===== src/rtl/oea_pkg.sv =====
package oea_pkg;

   typedef enum logic [1:0] {
      AM_DIR = 2'b00,
      AM_EXT = 2'b01,
      AM_IX0 = 2'b10,
      AM_IX8 = 2'b11
   } am_mode_e;

   localparam int unsigned MAX_OPERANDS = 2;

   function automatic logic [1:0] operand_count(am_mode_e m);
      case (m)
         AM_EXT:  return 2'd2;
         AM_IX0:  return 2'd0;
         default: return 2'd1;
      endcase
   endfunction

endpackage


===== src/rtl/oea_fetch_ctl.sv =====
module oea_fetch_ctl
   import oea_pkg::*;
#(
   parameter int unsigned CNT_W = 2
) (
   input  logic     clk,
   input  logic     rst,
   input  logic     start_i,
   input  am_mode_e mode_i,
   input  logic     byte_valid_i,
   output logic     byte_ready_o,
   output logic     latch_o,
   output logic     imm_o,
   output logic     accept_o,
   output logic     last_o
);

   generate
      if (CNT_W < $clog2(MAX_OPERANDS + 1)) begin : g_bad_cnt
         $error("oea_fetch_ctl: CNT_W too narrow for operand count");
      end
   endgenerate

   logic             busy_q;
   logic [CNT_W-1:0] remain_q;
   logic [CNT_W-1:0] need;

   assign need         = CNT_W'(operand_count(mode_i));
   assign latch_o      = start_i & ~busy_q;
   assign imm_o        = latch_o & (need == '0);
   assign accept_o     = busy_q & byte_valid_i;
   assign last_o       = accept_o & (remain_q == CNT_W'(1));
   assign byte_ready_o = busy_q;

   always_ff @(posedge clk) begin
      if (rst) begin
         busy_q   <= 1'b0;
         remain_q <= '0;
      end else if (latch_o && need != '0) begin
         busy_q   <= 1'b1;
         remain_q <= need;
      end else if (accept_o) begin
         remain_q <= remain_q - CNT_W'(1);
         if (last_o) busy_q <= 1'b0;
      end
   end

   // ready drops once the final byte is consumed
   p_last_closes_r6: assert property (@(posedge clk) disable iff (rst)
      last_o |=> !byte_ready_o);

   // a fetch only begins from a start pulse
   p_busy_from_start_r1: assert property (@(posedge clk) disable iff (rst)
      $rose(busy_q) |-> $past(start_i));

endmodule


===== src/rtl/oea_addr_calc.sv =====
module oea_addr_calc
   import oea_pkg::*;
#(
   parameter int unsigned BYTE_W = 8,
   parameter int unsigned ADDR_W = 16
) (
   input  am_mode_e          mode_i,
   input  logic [BYTE_W-1:0] index_i,
   input  logic [BYTE_W-1:0] hi_i,
   input  logic [BYTE_W-1:0] lo_i,
   output logic [ADDR_W-1:0] addr_o
);

   localparam int unsigned SUM_W = BYTE_W + 1;

   generate
      if (ADDR_W < 2 * BYTE_W) begin : g_bad_addr
         $error("oea_addr_calc: ADDR_W must hold two operand bytes");
      end
   endgenerate

   logic [SUM_W-1:0] offs_sum;

   assign offs_sum = {1'b0, index_i} + {1'b0, lo_i};

   always_comb begin
      case (mode_i)
         AM_DIR:  addr_o = ADDR_W'(lo_i);
         AM_EXT:  addr_o = ADDR_W'({hi_i, lo_i});
         AM_IX0:  addr_o = ADDR_W'(index_i);
         default: addr_o = ADDR_W'(offs_sum);
      endcase
   end

endmodule


===== src/rtl/oea_gen.sv =====
module oea_gen
   import oea_pkg::*;
#(
   parameter int unsigned BYTE_W = 8,
   parameter int unsigned ADDR_W = 16
) (
   input  logic              clk,
   input  logic              rst,
   input  logic              start,
   input  logic [1:0]        mode,
   input  logic [BYTE_W-1:0] index,
   input  logic              byte_valid,
   input  logic [BYTE_W-1:0] byte_data,
   output logic              byte_ready,
   output logic              done,
   output logic [ADDR_W-1:0] addr
);

   localparam int unsigned CNT_W = $clog2(MAX_OPERANDS + 1);

   generate
      if (BYTE_W < 2) begin : g_bad_byte
         $error("oea_gen: BYTE_W must be at least 2");
      end
   endgenerate

   am_mode_e          mode_in;
   am_mode_e          mode_q;
   am_mode_e          calc_mode;
   logic [BYTE_W-1:0] index_q;
   logic [BYTE_W-1:0] hi_q;
   logic [BYTE_W-1:0] calc_index;
   logic [ADDR_W-1:0] calc_addr;
   logic [ADDR_W-1:0] addr_q;
   logic              done_q;
   logic              latch, imm, accept, last;

   assign mode_in = am_mode_e'(mode);

   oea_fetch_ctl #(.CNT_W(CNT_W)) u_ctl (
      .clk          (clk),
      .rst          (rst),
      .start_i      (start),
      .mode_i       (mode_in),
      .byte_valid_i (byte_valid),
      .byte_ready_o (byte_ready),
      .latch_o      (latch),
      .imm_o        (imm),
      .accept_o     (accept),
      .last_o       (last)
   );

   assign calc_mode  = imm ? mode_in : mode_q;
   assign calc_index = imm ? index   : index_q;

   oea_addr_calc #(.BYTE_W(BYTE_W), .ADDR_W(ADDR_W)) u_calc (
      .mode_i  (calc_mode),
      .index_i (calc_index),
      .hi_i    (hi_q),
      .lo_i    (byte_data),
      .addr_o  (calc_addr)
   );

   always_ff @(posedge clk) begin
      if (rst) begin
         mode_q  <= AM_DIR;
         index_q <= '0;
         hi_q    <= '0;
         addr_q  <= '0;
         done_q  <= 1'b0;
      end else begin
         done_q <= 1'b0;
         if (latch) begin
            mode_q  <= mode_in;
            index_q <= index;
         end
         if (accept && !last) hi_q <= byte_data;
         if (imm || last) begin
            addr_q <= calc_addr;
            done_q <= 1'b1;
         end
      end
   end

   assign done = done_q;
   assign addr = addr_q;

   // done is a single-cycle strobe
   p_done_pulse_r7: assert property (@(posedge clk) disable iff (rst)
      done |=> !done);

   // address only moves together with done
   p_addr_hold_r7: assert property (@(posedge clk) disable iff (rst)
      !done |-> addr == $past(addr));

   // offset sum never reaches above bit 8
   p_ix8_range_r5: assert property (@(posedge clk) disable iff (rst)
      (done && mode_q == AM_IX8) |-> (addr >> (BYTE_W + 1)) == '0);

   // short absolute keeps a zero high part
   p_dir_high_r2: assert property (@(posedge clk) disable iff (rst)
      (done && mode_q == AM_DIR) |-> (addr >> BYTE_W) == '0);

   // index-only result equals the sampled index
   p_ix0_value_r4: assert property (@(posedge clk) disable iff (rst)
      (done && mode_q == AM_IX0) |-> addr == ADDR_W'(index_q));

   // start while fetching leaves the captured mode alone
   p_ignore_start_r8: assert property (@(posedge clk) disable iff (rst)
      (byte_ready && start) |=> mode_q == $past(mode_q));

   // reset clears outputs and fetch state
   p_reset_clear_r9: assert property (@(posedge clk)
      rst |=> (!done && addr == '0 && !byte_ready));

endmodule


===== config.mk =====
export PLATFORM = sky130hd
export DESIGN_NAME = oea_gen
export DESIGN_NICKNAME = d
export VERILOG_FILES = /design/src/rtl/oea_pkg.sv /design/src/rtl/oea_fetch_ctl.sv /design/src/rtl/oea_addr_calc.sv /design/src/rtl/oea_gen.sv
export SDC_FILE = /design/constraint.sdc
export NUM_CORES = 1
export LEC_CHECK = 0
export BUFFER_PORTS_ARGS = -buffer_cell sky130_fd_sc_hd__buf_2
export CAP_MARGIN = 20
export CORE_AREA = 2 2 74 62
export DETAILED_ROUTE_END_ITERATION = 10
export DIE_AREA = 0 0 76 64
export PLACE_DENSITY_LB_ADDON = 0.2
export SLEW_MARGIN = 20
export SYNTH_ARGS = -nofsm -noshare
export SYNTH_HDL_FRONTEND = slang
export SYNTH_SLANG_ARGS = --single-unit
export TNS_END_PERCENT = 30

===== constraint.sdc =====
create_clock -name clk -period 4.4 [get_ports clk]
set_input_delay 0.44 -clock clk [delete_from_list [all_inputs] [get_ports clk]]
set_output_delay 0.44 -clock clk [all_outputs]
set_load 0.02 [all_outputs]

==> metrics.yaml <==
status:
  status: "complete, no violations"
sta:
  setup_viol: 0
  slew_violations: 0
  max_freq_mhz: 317.8
  worst_slew_margin_rel_pct: 43.80
  rsz0062_at_grt: "false"
  fin_tns_setup_ns: 0
  tightest_slew_ns: 0.8267
  fin_crit_ns: 3.146
  skew_ns: 0.006622
  layout_setup_ws_ns: 1.254
  final_hold_viol_count: 0
  fin_crit_sh_pct: 71.51
yosys:
  ys_types: 53
  syn-num-nets: 307
  synth_edf_count: 0
  synth-async-reset-ratio_pct: 0
  synthTopCellsByCount: "nand2_1 (51), dfxtp_1 (38), a21oi_1 (26)"
  synth_area_um2: 2202
  synthCells: 272
  synth_most_common_cell: "nand2_1"
  yosysTopAreaCell: "dfxtp_1"
  avgSynthCellArea_um2: 8.096
  ys_seq_area_share_pct: 34.55
  synth_warnings: 0
  synth_top_area_share_pct: 34.55
  yosys-top-cells-area: "dfxtp_1 (35%), nand2_1 (8.7%), ha_1 (6.8%)"
  ys.flop_type: "dfxtp_1"
  synth_seq_cells: 38
setup_path:
  critPathArrivalTime_ns: 3.35
  r2r_cells: 10
  worst_setup_path_end_kind: "flop"
  required_ns: 4.60
  cp_max_fo: 20
  critPathLaunchType: "input pin"
  crit_type: "in -> reg"
detailed_routing:
  wl_mm: 5.354
  wl_met1_mm: 2.674
  via_per_inst: 5.669
  wl_met2_mm: 2.363
  dr.max_layer_used: "met4"
  drtIter0Drc: 161
  wl_per_cell_um: 14.87
  drc: 0
  route.met3.wl_um: 259
  dr.pass1.iters: 4
  vias: 2041
  drtAntennaViolNets: 0
die:
  die-area_um2: 4864
  initial_utilization_pct: 54.07
  die-height_um: 64
  core_um2: 4073
  dieWidth_um: 76
  row_count: 21
  pin_count: 40
cells_and_area:
  postLayoutCellArea_um2: 2470
  antennaDiodeCount: 0
  area_growth_pct: 12.16
  nets: 338
  drive_gt1_share_pct: 19.47
  fin_util_pct: 60.65
place:
  dpl_cell_area_um2: 2391
  dp_slack_ns: 1.001
  port_buffers: 39
  hpwl_mm: 3.961
  place_congestion: 0.8920
power_and_ir_drop:
  p_int_w: 0.0005334
  ir_drop_mv: 0.1992
  powerDensity_nw_per_um2: 312.3
  p_leak_nw: 1.042
  power.share.sequential_pct: 48.6
  swShare_pct: 30.85
  power_w: 0.0007714
  p_switching_w: 0.0002380
  comb_power_share_pct: 21.8
  clockPowerShare_pct: 29.6
cts:
  cts-buffers-inserted: 5
  cts-htree-levels: 2
  cts.path.max_buffers: 2
  root_buffer: "clkbuf_8"
  cts.reportedPaths.clkPinSlew_ns: 0.08
  clock-sinks: 38
  clock_latency_ns: 0.28
  cts_resized: 0
  cts_setup_buffers: 0
  cts_tree: "done"
  holdBufCountCts: 0
min_path:
  min_path_cells: 3
  hold_path_class: "in -> reg"
grt:
  antenna_found_initial: 0
  first_global_vias: 1858
  grt_use_total_pct: 22.65
  grt_max_degree: 40
  grt_pass1_wl_mm: 8.942
  grt_overflow_total: 0
flow_run:
  cap_violations: 0
[metal layers]
metal	global-route usage (%)	vias to the layer above
met5	0	-
met4	5.455	0
met3	4.520	7
met2	36.50	52
met1	31.49	956
li1	-	1026
[through the flow]
| stage | instances | hold WS (ns) |
|---|---|---|
| 6_report | 360 | 0.4100 |
| 5_1_grt | 360 | 0.4194 |
| 4_1_cts | 360 | 0.4086 |
| 3_5_place_dp | 353 | 0.4481 |
| 3_3_place_gp | 353 | 0.4457 |
| 2_1_floorplan | 272 | 0.4325 |
[kinds of logic (layout without fill, tap and decap cells)]
group           Yosys count  count (layout)  synth area share, %
xor+xnor                  3               3                1.193
flops                    38              38                34.55
buf+inv                  27              58                5.568
fa+ha+maj                13              13                7.727
mux                       9               9                4.602
simple gates            116             116                25.00
compound gates           66              66                21.36
[sequential cells by signal, summed over array words and instances, names as in the netlist]
signal              cells
addr                   16
hi_q                    8
index_q                 8
mode_q                  2
u_ctl.remain_q          2
done                    1
u_ctl.byte_ready_o      1
[power groups by stage]
stage | sequential [W] | clock, W | combinational, W
after detailed placement | 0.000383 | 0 | 0.000165
after global placement | 0.000382 | 0 | 0.000163
after global routing | 0.000378 | 0.000249 | 0.000187
after CTS | 0.000375 | 0.000231 | 0.000166
final | 0.000375 | 0.000229 | 0.000168
after floorplan | 0.000388 | 0 | 0.000115
[layout make-up]
| cell class | count | area [um^2] |
|---|---|---|
| inverter | 12 | 45.04 |
| multi-input combinational | 207 | 1319 |
| timing repair buffer | 39 | 195.2 |
| fill | 373 | 1603 |
| clock inverter | 2 | 10.01 |
| clock buffer | 5 | 68.82 |
| tap | 57 | 71.32 |
| sequential | 38 | 760.7 |
[worst max-delay path, stage by stage]
cell and delay (ns):
buf_2 0.16, inv_1 0.17, ha_1 0.25, and3b_2 0.47
mux2_2 0.23, ha_1 0.16, inv_1 0.06, fa_1 0.39
nand2b_1 0.17, a21oi_1 0.18, o21ai_0 0.12, a221o_1 0.38
a211oi_2 0.17
[cells in the final DEF, fill, tap and decap left out, types with 8 or more instances in the layout]
master    instances
dfxtp_1          38
a21oi_1          26
nand2_1          51
inv_1            12
nand3_1           8
a211oi_1          9
nor2_1           23
nor3_1            9
buf_2            39
ha_1             12
[worst paths after layout]
| check | startpoint | endpoint | slack, ns |
|---|---|---|---|
| worst max register to register | u_ctl.byte_ready_o | addr[8] | 1.54 |
| worst min-delay path | index[4] | index_q[4] | 0.41 |
| worst min register to register | hi_q[1] | hi_q[1] | 0.46 |
| worst max-delay path | mode[0] | addr[8] | 1.25 |
(Power assumes the default switching activity.)
